### src/rtl/pwrseq_pkg.sv
// Package: shared constants and the state encoding of the power-up sequencer.
// Assumes five rail groups checked in order after one enable-only stage.
package pwrseq_pkg;

    localparam int NUM_GRP    = 5;
    localparam int NUM_STAGES = NUM_GRP + 1;
    localparam int W_G1       = 7;
    localparam int W_G2       = 10;
    localparam int W_G3       = 4;
    localparam int W_G4       = 3;
    localparam int W_G5       = 5;
    localparam int PG_TOTAL   = W_G1 + W_G2 + W_G3 + W_G4 + W_G5;
    localparam int CODE_W     = 4;

    // Bit offset of group g (0-based) inside the packed vector {g5,g4,g3,g2,g1}.
    function automatic int grp_off(input int g);
        int widths [NUM_GRP];
        int acc;
        widths = '{W_G1, W_G2, W_G3, W_G4, W_G5};
        acc = 0;
        for (int i = 0; i < g; i++) begin
            acc += widths[i];
        end
        return acc;
    endfunction

    // Width of group g (0-based).
    function automatic int grp_width(input int g);
        int widths [NUM_GRP];
        widths = '{W_G1, W_G2, W_G3, W_G4, W_G5};
        return widths[g];
    endfunction

    typedef enum logic [CODE_W-1:0] {
        ST_IDLE  = 4'd0,
        ST_EN0   = 4'd1,
        ST_G1    = 4'd2,
        ST_G2    = 4'd3,
        ST_G3    = 4'd4,
        ST_G4    = 4'd5,
        ST_G5    = 4'd6,
        ST_WAIT  = 4'd7,
        ST_RDY   = 4'd8,
        ST_ERR   = 4'd9
    } seq_state_e;

endpackage

### src/rtl/pwrseq_pg_eval.sv
// Module: reduces the packed power-good vector to per-group "all good" flags
// and running prefix flags (groups 0..k all good). Purely combinational.
// Assumes inputs are already synchronous to the sequencer clock.
module pwrseq_pg_eval
    import pwrseq_pkg::*;
(
    input  logic [PG_TOTAL-1:0] pg_all,
    output logic [NUM_GRP-1:0]  grp_ok,
    output logic [NUM_GRP-1:0]  upto_ok
);

    genvar g;
    generate
        for (g = 0; g < NUM_GRP; g++) begin : g_grp
            localparam int OFF = grp_off(g);
            localparam int WID = grp_width(g);
            // Group g is good only when every bit of its slice is high.
            assign grp_ok[g] = &pg_all[OFF +: WID];
            if (g == 0) begin : g_first
                // First prefix equals the first group.
                assign upto_ok[g] = grp_ok[g];
            end else begin : g_rest
                // Prefix chains the previous prefix with this group.
                assign upto_ok[g] = upto_ok[g-1] & grp_ok[g];
            end
        end
    endgenerate

endmodule

### src/rtl/pwrseq_timer.sv
// Module: stage timeout counter. Counts cycles while run is high and flags
// expiry on the last allowed cycle. Cleared on reset or whenever clr is high.
// Assumes TIMEOUT_CYC >= 2.
module pwrseq_timer #(
    parameter int TIMEOUT_CYC = 100000
) (
    input  logic clk,
    input  logic rst_n,
    input  logic clr,
    input  logic run,
    output logic expired
);

    localparam int CW = (TIMEOUT_CYC > 2) ? $clog2(TIMEOUT_CYC) : 1;
    localparam logic [CW-1:0] LAST = CW'(TIMEOUT_CYC - 1);

    logic [CW-1:0] cnt_q;

    // Cycle counter for the current stage, saturating at the last count.
    always_ff @(posedge clk) begin
        if (!rst_n || clr) begin
            cnt_q <= '0;
        end else if (run && (cnt_q != LAST)) begin
            cnt_q <= cnt_q + 1'b1;
        end
    end

    // Expiry flag: the current cycle is the final one allowed in the stage.
    assign expired = (cnt_q == LAST);

endmodule

### src/rtl/pwrseq_fsm.sv
// Module: sequencing state machine. Walks IDLE -> stage 0 -> check stages
// 1..5 -> WAIT_RDY -> RDY, with any rail fault or timeout latching ERROR.
// Assumes synchronous active-low reset and group flags from pwrseq_pg_eval.
module pwrseq_fsm
    import pwrseq_pkg::*;
(
    input  logic               clk,
    input  logic               rst_n,
    input  logic [NUM_GRP-1:0] grp_ok,
    input  logic [NUM_GRP-1:0] upto_ok,
    input  logic               tmr_expired,
    output seq_state_e         state,
    output logic               tmr_clr,
    output logic               tmr_run
);

    seq_state_e state_q;
    seq_state_e state_d;
    logic       cur_ok;
    logic       prior_ok;
    logic       chk_stage;
    seq_state_e adv_state;

    // Select the group under test, the earlier-group prefix and the successor.
    always_comb begin
        cur_ok    = 1'b0;
        prior_ok  = 1'b1;
        chk_stage = 1'b1;
        adv_state = ST_ERR;
        case (state_q)
            ST_G1: begin
                cur_ok    = grp_ok[0];
                adv_state = ST_G2;
            end
            ST_G2: begin
                cur_ok    = grp_ok[1];
                prior_ok  = upto_ok[0];
                adv_state = ST_G3;
            end
            ST_G3: begin
                cur_ok    = grp_ok[2];
                prior_ok  = upto_ok[1];
                adv_state = ST_G4;
            end
            ST_G4: begin
                cur_ok    = grp_ok[3];
                prior_ok  = upto_ok[2];
                adv_state = ST_G5;
            end
            ST_G5: begin
                cur_ok    = grp_ok[4];
                prior_ok  = upto_ok[3];
                adv_state = ST_WAIT;
            end
            default: chk_stage = 1'b0;
        endcase
    end

    // Next-state logic: earlier-group loss beats advance, advance beats timeout.
    always_comb begin
        state_d = state_q;
        case (state_q)
            ST_IDLE: state_d = ST_EN0;
            ST_EN0:  state_d = ST_G1;
            ST_G1, ST_G2, ST_G3, ST_G4, ST_G5: begin
                if (!prior_ok) begin
                    state_d = ST_ERR;
                end else if (cur_ok) begin
                    state_d = adv_state;
                end else if (tmr_expired) begin
                    state_d = ST_ERR;
                end
            end
            ST_WAIT: state_d = upto_ok[NUM_GRP-1] ? ST_RDY : ST_ERR;
            ST_RDY:  state_d = upto_ok[NUM_GRP-1] ? ST_RDY : ST_ERR;
            ST_ERR:  state_d = ST_ERR;
            default: state_d = ST_ERR;
        endcase
    end

    // State register; reset forces IDLE and holds it while low.
    always_ff @(posedge clk) begin
        if (!rst_n) begin
            state_q <= ST_IDLE;
        end else begin
            state_q <= state_d;
        end
    end

    // Timer control: run inside check stages, restart on every transition.
    assign tmr_run = chk_stage;
    assign tmr_clr = (state_d != state_q);
    assign state   = state_q;

endmodule

### src/rtl/pwrseq_outdec.sv
// Module: decodes the registered state into enables, flags and the state code.
// Enables are cumulative: stage k's enable stays on through RDY. Assumes the
// state encoding of pwrseq_pkg, where stage k has code k+1.
module pwrseq_outdec
    import pwrseq_pkg::*;
(
    input  seq_state_e              state,
    input  logic                    cfg_done,
    output logic [NUM_STAGES-1:0]   stage_en,
    output logic                    pwr_ready,
    output logic                    pwr_error,
    output logic                    user_mode,
    output logic [CODE_W-1:0]       state_code
);

    genvar k;
    generate
        for (k = 0; k < NUM_STAGES; k++) begin : g_en
            localparam logic [CODE_W-1:0] FIRST = CODE_W'(k + 1);
            // Enable k is on from its own stage up to and including RDY.
            assign stage_en[k] = (state >= FIRST) && (state <= ST_RDY);
        end
    endgenerate

    // Status flags and user mode gating.
    assign pwr_ready  = (state == ST_RDY);
    assign pwr_error  = (state == ST_ERR);
    assign user_mode  = pwr_ready && cfg_done;
    assign state_code = state;

endmodule

### src/rtl/pwrseq_top.sv
// Module: top of the staged power-up sequencer. Packs the rail groups, then
// wires the evaluator, stage timer, state machine and output decoder.
// Assumes all inputs are synchronous to clk; TIMEOUT_CYC >= 2.
module pwrseq_top
    import pwrseq_pkg::*;
#(
    parameter int TIMEOUT_CYC = 100000
) (
    input  logic                  clk,
    input  logic                  rst_n,
    input  logic [W_G1-1:0]       pg_grp1,
    input  logic [W_G2-1:0]       pg_grp2,
    input  logic [W_G3-1:0]       pg_grp3,
    input  logic [W_G4-1:0]       pg_grp4,
    input  logic [W_G5-1:0]       pg_grp5,
    input  logic                  cfg_done,
    output logic [NUM_STAGES-1:0] stage_en,
    output logic                  pwr_ready,
    output logic                  pwr_error,
    output logic                  user_mode,
    output logic [CODE_W-1:0]     state_code
);

    logic [PG_TOTAL-1:0] pg_all;
    logic [NUM_GRP-1:0]  grp_ok;
    logic [NUM_GRP-1:0]  upto_ok;
    logic                tmr_clr;
    logic                tmr_run;
    logic                tmr_expired;
    seq_state_e          state;

    // Pack groups with group 1 in the low bits.
    assign pg_all = {pg_grp5, pg_grp4, pg_grp3, pg_grp2, pg_grp1};

    pwrseq_pg_eval u_eval (
        .pg_all  (pg_all),
        .grp_ok  (grp_ok),
        .upto_ok (upto_ok)
    );

    pwrseq_timer #(
        .TIMEOUT_CYC (TIMEOUT_CYC)
    ) u_timer (
        .clk     (clk),
        .rst_n   (rst_n),
        .clr     (tmr_clr),
        .run     (tmr_run),
        .expired (tmr_expired)
    );

    pwrseq_fsm u_fsm (
        .clk         (clk),
        .rst_n       (rst_n),
        .grp_ok      (grp_ok),
        .upto_ok     (upto_ok),
        .tmr_expired (tmr_expired),
        .state       (state),
        .tmr_clr     (tmr_clr),
        .tmr_run     (tmr_run)
    );

    pwrseq_outdec u_out (
        .state      (state),
        .cfg_done   (cfg_done),
        .stage_en   (stage_en),
        .pwr_ready  (pwr_ready),
        .pwr_error  (pwr_error),
        .user_mode  (user_mode),
        .state_code (state_code)
    );

endmodule

### config.mk
export PLATFORM = sky130hd
export DESIGN_NAME = pwrseq_top
export DESIGN_NICKNAME = d
export VERILOG_FILES = /design/src/rtl/pwrseq_pkg.sv /design/src/rtl/pwrseq_pg_eval.sv /design/src/rtl/pwrseq_timer.sv /design/src/rtl/pwrseq_fsm.sv /design/src/rtl/pwrseq_outdec.sv /design/src/rtl/pwrseq_top.sv
export SDC_FILE = /design/constraint.sdc
export NUM_CORES = 1
export LEC_CHECK = 0
export BUFFER_PORTS_ARGS = -buffer_cell sky130_fd_sc_hd__buf_2
export CORE_MARGIN = 8
export CORE_UTILIZATION = 57
export CTS_BUF_LIST = sky130_fd_sc_hd__clkbuf_8 sky130_fd_sc_hd__clkbuf_16
export DETAILED_ROUTE_END_ITERATION = 16
export PLACE_DENSITY_LB_ADDON = 0.3
export SYNTH_ARGS = -nofsm -noshare
export SYNTH_HDL_FRONTEND = slang
export SYNTH_SLANG_ARGS = --single-unit
### constraint.sdc
create_clock -name clk -period 4.49 [get_ports clk]
set_clock_uncertainty 0.2 [all_clocks]
set_input_delay 0.898 -clock clk [delete_from_list [all_inputs] [get_ports clk]]
set_output_delay 0.898 -clock clk [all_outputs]
set_load 0.02 [all_outputs]
==> flow_metrics.tcl, run 1 <==
set metrics [dict create \
    synth_nets 249 \
    critPathRequiredTime_ns 4.44 \
    synth.avg_cell_area_sq_um 8.20 \
    path_max_fanout 28 \
    grt_max_degree 29 \
    numClockSinks 21 \
    ys_ff_latch 21 \
    grt_pass1_wl_mm 7.32 \
    drt-total-wl_mm 4.39 \
    initial_utilization_pct 59.0 \
    final.period_utilization_pct 66.9 \
    yosys_warnings 0 \
    min_period_ns 3.01 \
    crit_path_max_incr_delay_ns 0.89 \
    path_clk_slew_ns 0.07 \
    gp_congestion 0.848 \
    cts_made_buffers 3 \
    die_area_sq_mm 0.00515 \
    cts_tree "done" \
    final-hold-violation-count 0 \
    synth_compound_area_share_pct 16.7 \
    slowest_stage "dfxtp_1" \
    synth_fa_ha_area_share_pct 0.706 \
    final_util_pct 66.6 \
    post_drt_via_cell_ratio 6.29 \
    grt_setup_unrepaired "no" \
    arrival_ns 2.96 \
    clk_latency_ns 0.26 \
    ys_seq_area_share_pct 23.7 \
    whs_path_depth 2 \
    die_x_um 71.8 \
    synth_xor_xnor_area_share_pct 8.40 \
    yosys.cell_count.top_type "dfxtp_1" \
    num_vias 1805 \
    die-height_um 71.8 \
    nNetsFinal 288 \
    endpoint_kind "register" \
    coreArea_sq_mm 0.00300 \
    cts_buffer_depth 2 \
    holdWs_ns 0.357 \
    drv_cap 0 \
    fillers 256 \
    synth_top_family_by_area "simple AND/OR/NAND/NOR gates" \
    htree_levels 1 \
    antenna_found_initial 0 \
    fin_tns_setup_ns 0 \
    holdBufCountCts 0 \
    slew_headroom_pct 36.8 \
    synth_top_area_share_pct 23.7 \
    synthSimpleGateAreaFrac_pct 43.2 \
    port_buffers 44 \
    vdd_drop_max_mv 0.230 \
    multi_input_area_sq_mm 0.00124 \
    worst-path-buf-inv 0 \
    seq_area_sq_um 420 \
    powerDensity_mw_per_mm2 218 \
    drt_first_pass_iters 4 \
    synthFlopType "dfxtp_1" \
    critPathKind "reg -> reg" \
    crit_cells 5 \
    drive_above_1_share_pct 27.2 \
    syn_to_final_growth_pct 12.9 \
    grt_overflow_total 0 \
    grtUsageTotal_pct 16.8 \
    power_leakage_nw 0.703 \
    tightestPinTransition_ns 0.948 \
    drc 0 \
    synth_top_area_cell "dfxtp_1" \
    wl_per_cell_um 15.3 \
    r2r_cells 5 \
    drt_iter0_drc 198 \
    root_buffer "clkbuf_8" \
    antennaDiodeCount 0 \
    grt_pass1_vias 1573 \
    slew_viol_final 0 \
    hpwl_mm 3.23 \
    hold_class "reg -> reg" \
    postCtsSetupBuffers 0 \
    cts_resized 0 \
    fmax_ghz 0.333 \
    synthCells 216 \
    fp-row-count 20 \
    ant_nets 0 \
    finalSetupViolCount 0 \
    netlist_area_sq_mm 0.00177 \
    synth.distinct_cells 57 \
    synth_edf_count 0 \
    ios 45 \
    crit_chain "nand2b_1, or4_4, nand4bb_4, o2111ai_4, nor4_1" \
    crit_path_start_kind "register" \
    synth_area_leaders "dfxtp_1 (24%), nor4_2 (8.5%), xnor2_1 (7.4%)" \
    synth_mux_area_share_pct 0.565 \
    status "completed" \
    ys_async_sr_fraction_pct 0 \
    cpLargestDelayFamily "simple AND/OR/NAND/NOR gates" \
    synthTopCellsByCount "dfxtp_1 (21), nor2_1 (20), nand2_1 (19), xnor2_1 (15), nor4_2 (12)" \
]
power breakdown:
group	switching [mW]	internal [mW]	leakage, nW
logic	0.0727	0.0411	0.507
registers	0.0141	0.189	0.170
clock network	0.0593	0.0609	0.0269
stage by stage:
| step | area, sq um | setup slack, ns | instances | total power [mW] |
|---|---|---|---|---|
| floorplan | 1770 | 1.66 | 216 | 0.298 |
| global placement | 1960 | 1.33 | 283 | 0.319 |
| detailed placement | 1960 | 1.26 | 283 | 0.320 |
| CTS | 2000 | 1.52 | 287 | 0.441 |
| global route | 2000 | 1.32 | 287 | 0.459 |
| finish | 2000 | 1.48 | 287 | 0.437 |
path summary, 6_finish.rpt:
check | start | endpoint | slack [ns]
worst max-delay path | u_fsm.state[2]$_SDFF_PN0_ | u_timer.cnt_q[0]$_SDFFE_PP0P_ | 1.48
worst min-delay path | u_timer.cnt_q[16]$_SDFFE_PP0P_ | u_timer.cnt_q[16]$_SDFFE_PP0P_ | 0.36
worst max register to register | u_fsm.state[2]$_SDFF_PN0_ | u_timer.cnt_q[0]$_SDFFE_PP0P_ | 1.48
worst min register to register | u_timer.cnt_q[16]$_SDFFE_PP0P_ | u_timer.cnt_q[16]$_SDFFE_PP0P_ | 0.36
sequential cells by signal (all words and copies together) (netlist names):
| register | cells |
|---|---|
| u_fsm.state | 4 |
| u_timer.cnt_q | 17 |
layout by cell type, fill, tap and decap left out, types with 9 or more instances in the layout:
master and count:
nand2_1 19, a21oi_1 9, dfxtp_1 21, nand3_1 10
nor4_1 9, o21ai_0 10, nor2_1 20, buf_2 44
nor4_2 12, xnor2_1 15
cell families (layout without fill, tap and decap cells):
| group | count (synthesis) | after routing |
|---|---|---|
| xor+xnor | 17 | 17 |
| mux | 1 | 1 |
| fa+ha+maj | 1 | 1 |
| compound gates | 43 | 43 |
| buf+inv | 19 | 57 |
| simple gates | 114 | 114 |
| flops | 21 | 21 |
final cells by class:
cell class	instances	area share [%]
multi-input combinational	176	61.8
sequential	21	21.0
timing repair buffer	45	11.4
clock buffer	3	2.06
tap	33	2.06
inverter	8	1.50
clock inverter	1	0.188
metal layers:
layer / vias to the layer above / part of all wire [%] / routed length [um] / track usage (%)
met2: 52 / 43 / 1880 / 24.3
met3: 4 / 6.2 / 272 / 4.88
met1: 847 / 51 / 2220 / 24.1
met4: 0 / 0.48 / 21 / 2.04
met5: - / 0 / 0 / 0
li1: 902 / - / - / -
worst register-to-register path, stage by stage, from the launching register on:
cell and delay, ns:
dfxtp_1 0.89, nand2b_1 0.27, or4_4 0.62, nand4bb_4 0.17
o2111ai_4 0.38, nor4_1 0.38
Note: power is estimated with default switching activity, not from simulation.
==> run 2: changes to the inputs <==
- ABC_AREA: unset -> 1
- CORE_UTILIZATION: 57 -> 52
- clock period: 4.49 -> 2.87 ns (I/O delays scaled with it)
==> flow_metrics.tcl, run 2 <==
set metrics [dict create \
    synthFlopType "dfxtp_1" \
    drv_cap 0 \
    arrival_ns 1.70 \
    nNetsFinal 334 \
    synthTopCellsByCount "nand2_1 (51), inv_1 (41), nor2_1 (38), dfxtp_1 (21), nand3_1 (20)" \
    fmax_ghz 0.403 \
    initial_utilization_pct 54.5 \
    drive_above_1_share_pct 30.0 \
    crit_chain "inv_2, nand2_2, nor3_2, nor2_1, inv_2, o21ai_0, inv_1, buf_2" \
    grt_max_degree 18 \
    yosys.cell_count.top_type "nand2_1" \
    slew_headroom_pct 72.3 \
    syn_to_final_growth_pct 18.1 \
    drt_iter0_drc 65 \
    holdBufCountCts 0 \
    hold_class "reg -> reg" \
    yosys_warnings 0 \
    worst-path-buf-inv 4 \
    cts_resized 0 \
    drt-total-wl_mm 3.66 \
    r2r_cells 16 \
    grtUsageTotal_pct 15.4 \
    grt_overflow_total 0 \
    crit_path_max_incr_delay_ns 0.47 \
    crit_start "u_fsm.state[0]$_SDFF_PN0_" \
    fp-row-count 20 \
    coreArea_sq_mm 0.00305 \
    synth.distinct_cells 27 \
    final_common_cell "nand2_1" \
    synth_top_area_share_pct 25.2 \
    port_buffers 44 \
    grt_pass1_vias 1546 \
    cts_buffer_depth 2 \
    synth.avg_cell_area_sq_um 6.58 \
    synth_nets 286 \
    grt_setup_unrepaired "no" \
    powerDensity_mw_per_mm2 421 \
    cp-endpoint "stage_en[0]" \
    netlist_area_sq_mm 0.00167 \
    ys_seq_area_share_pct 25.2 \
    ys_ff_latch 21 \
    tightestPinTransition_ns 0.416 \
    die_x_um 72.6 \
    drt_first_pass_iters 4 \
    path_max_fanout 7 \
    r2r_end "u_timer.cnt_q[10]$_SDFFE_PP0P_" \
    wl_per_cell_um 10.6 \
    grt_pass1_wl_mm 6.75 \
    slowest_stage "dfxtp_1" \
    htree_levels 1 \
    fillers 308 \
    root_buffer "clkbuf_8" \
    power_leakage_nw 0.942 \
    synth_edf_count 0 \
    vdd_drop_max_mv 0.419 \
    clk_latency_ns 0.26 \
    path_clk_slew_ns 0.08 \
    cts_tree "done" \
    ios 45 \
    cts_made_buffers 3 \
    largest_register_ff_count 17 \
    num_vias 1634 \
    finalSetupViolCount 0 \
    worst_path_most_repeated_cell "inv_2" \
    fin_tns_setup_ns 0 \
    mostFrequentLayoutCells "nand2_1 (51), buf_2 (44), inv_1 (41)" \
    top_register "u_timer.cnt_q" \
    r2r_slack_ns 0.42 \
    final.period_utilization_pct 86.4 \
    hpwl_mm 3.02 \
    gp_congestion 0.862 \
    status "completed" \
    min_period_ns 2.48 \
    cpLargestDelayFamily "simple AND/OR/NAND/NOR gates" \
    critPathRequiredTime_ns 2.10 \
    antenna_found_initial 0 \
    die-height_um 72.6 \
    critPathKind "reg -> out" \
    endpoint_kind "output pin" \
    reg_top3 "u_timer.cnt_q (17), u_fsm.state (4)" \
    regToRegStartpoint "u_fsm.state[0]$_SDFF_PN0_" \
    ys_async_sr_fraction_pct 0 \
    crit_cells 8 \
    drc 0 \
    final-hold-violation-count 0 \
    synthCells 253 \
    crit_path_start_kind "register" \
    post_drt_via_cell_ratio 4.75 \
    postCtsSetupBuffers 0 \
    numClockSinks 21 \
    synth_area_leaders "dfxtp_1 (25%), nand2_1 (11%), inv_1 (9.2%)" \
    die_area_sq_mm 0.00527 \
    synth_top_area_cell "dfxtp_1" \
    ant_nets 0 \
    antennaDiodeCount 0 \
    slew_viol_final 0 \
    holdWs_ns 0.374 \
]
run 2: cell count changes after synthesis, moves of 12 or more:
cell     change
nand2_1     +32
xnor2_1     -12
inv_1       +34
nor2_4      +12
nor2_1      +18
nor4_2      -12
run 2: stage by stage:
stage	total power, mW	setup WS (ns)	util, %	cells	cell area (sq um)
after CTS	0.838	0.391	64.4	344	1970
final	0.828	0.392	64.4	344	1970
after floorplan	0.577	0.518	-	253	1670
after detailed placement	0.647	0.202	62.9	340	1920
after global placement	0.641	0.303	62.9	340	1920
after global routing	0.883	0.109	64.4	344	1970
run 2: cell type report:
type | count | area [sq um] | area share, %
well taps | 44 | 55.1 | 2.80
clock buffers | 3 | 41.3 | 2.10
repair buffers | 44 | 220 | 11.2
clock inverters | 1 | 5.00 | 0.254
flip-flops and latches | 21 | 420 | 21.4
multi-input cells | 184 | 1050 | 53.2
inverters | 47 | 178 | 9.03
run 2: power by group:
part | switching, mW | leakage, nW | internal (mW)
registers | 0.0176 | 0.170 | 0.301
clock network | 0.0937 | 0.0255 | 0.0966
logic | 0.220 | 0.747 | 0.0993
run 2: kinds of logic (layout without fill, tap and decap cells):
group                    after synthesis  in the layout  share of synthesized area, %
AO/OA/AOI/OAI                         12             12                          3.98
multiplexers                           1              1                         0.601
AND/OR/NAND/NOR                      155            155                          49.7
flip-flops                            21             21                          25.2
adder cells (fa/ha/maj)                1              1                         0.751
XOR/XNOR                              15             15                          7.89
buffers and inverters                 48             95                          11.9
run 2: worst min-delay path by stage:
| stage | start | end | slack (ns) | cells after the start |
|---|---|---|---|---|
| after global placement | u_timer.cnt_q[0]$_SDFFE_PP0P_ | u_timer.cnt_q[0]$_SDFFE_PP0P_ | 0.35 | 2 |
| after detailed placement | u_timer.cnt_q[16]$_SDFFE_PP0P_ | u_timer.cnt_q[16]$_SDFFE_PP0P_ | 0.35 | 2 |
| after floorplan | u_timer.cnt_q[0]$_SDFFE_PP0P_ | u_timer.cnt_q[0]$_SDFFE_PP0P_ | 0.32 | 2 |
| after CTS | u_timer.cnt_q[16]$_SDFFE_PP0P_ | u_timer.cnt_q[16]$_SDFFE_PP0P_ | 0.37 | 2 |
| after global routing | rst_n | u_fsm.state[1]$_SDFF_PN0_ | 0.39 | 3 |
| final | u_timer.cnt_q[14]$_SDFFE_PP0P_ | u_timer.cnt_q[14]$_SDFFE_PP0P_ | 0.37 | 4 |
run 2: worst min-delay path, delay by kind of cell, from the launching register on:
kind / cells / cell delay (ns)
flip-flops: 1 / 0.31
buffers and inverters: 2 / 0.13
XOR/XNOR: 1 / 0.07
AND/OR/NAND/NOR: 1 / 0.03
run 2: per-layer routing:
metal / vias up / track usage (%) / part of all wire [%] / routed length, um
li1: 875 / - / - / -
met1: 732 / 20.2 / 48 / 1770
met2: 25 / 24.8 / 48 / 1750
met3: 2 / 3.85 / 3.5 / 129
met4: 0 / 3.11 / 0.46 / 17
met5: - / 0 / 0 / 0
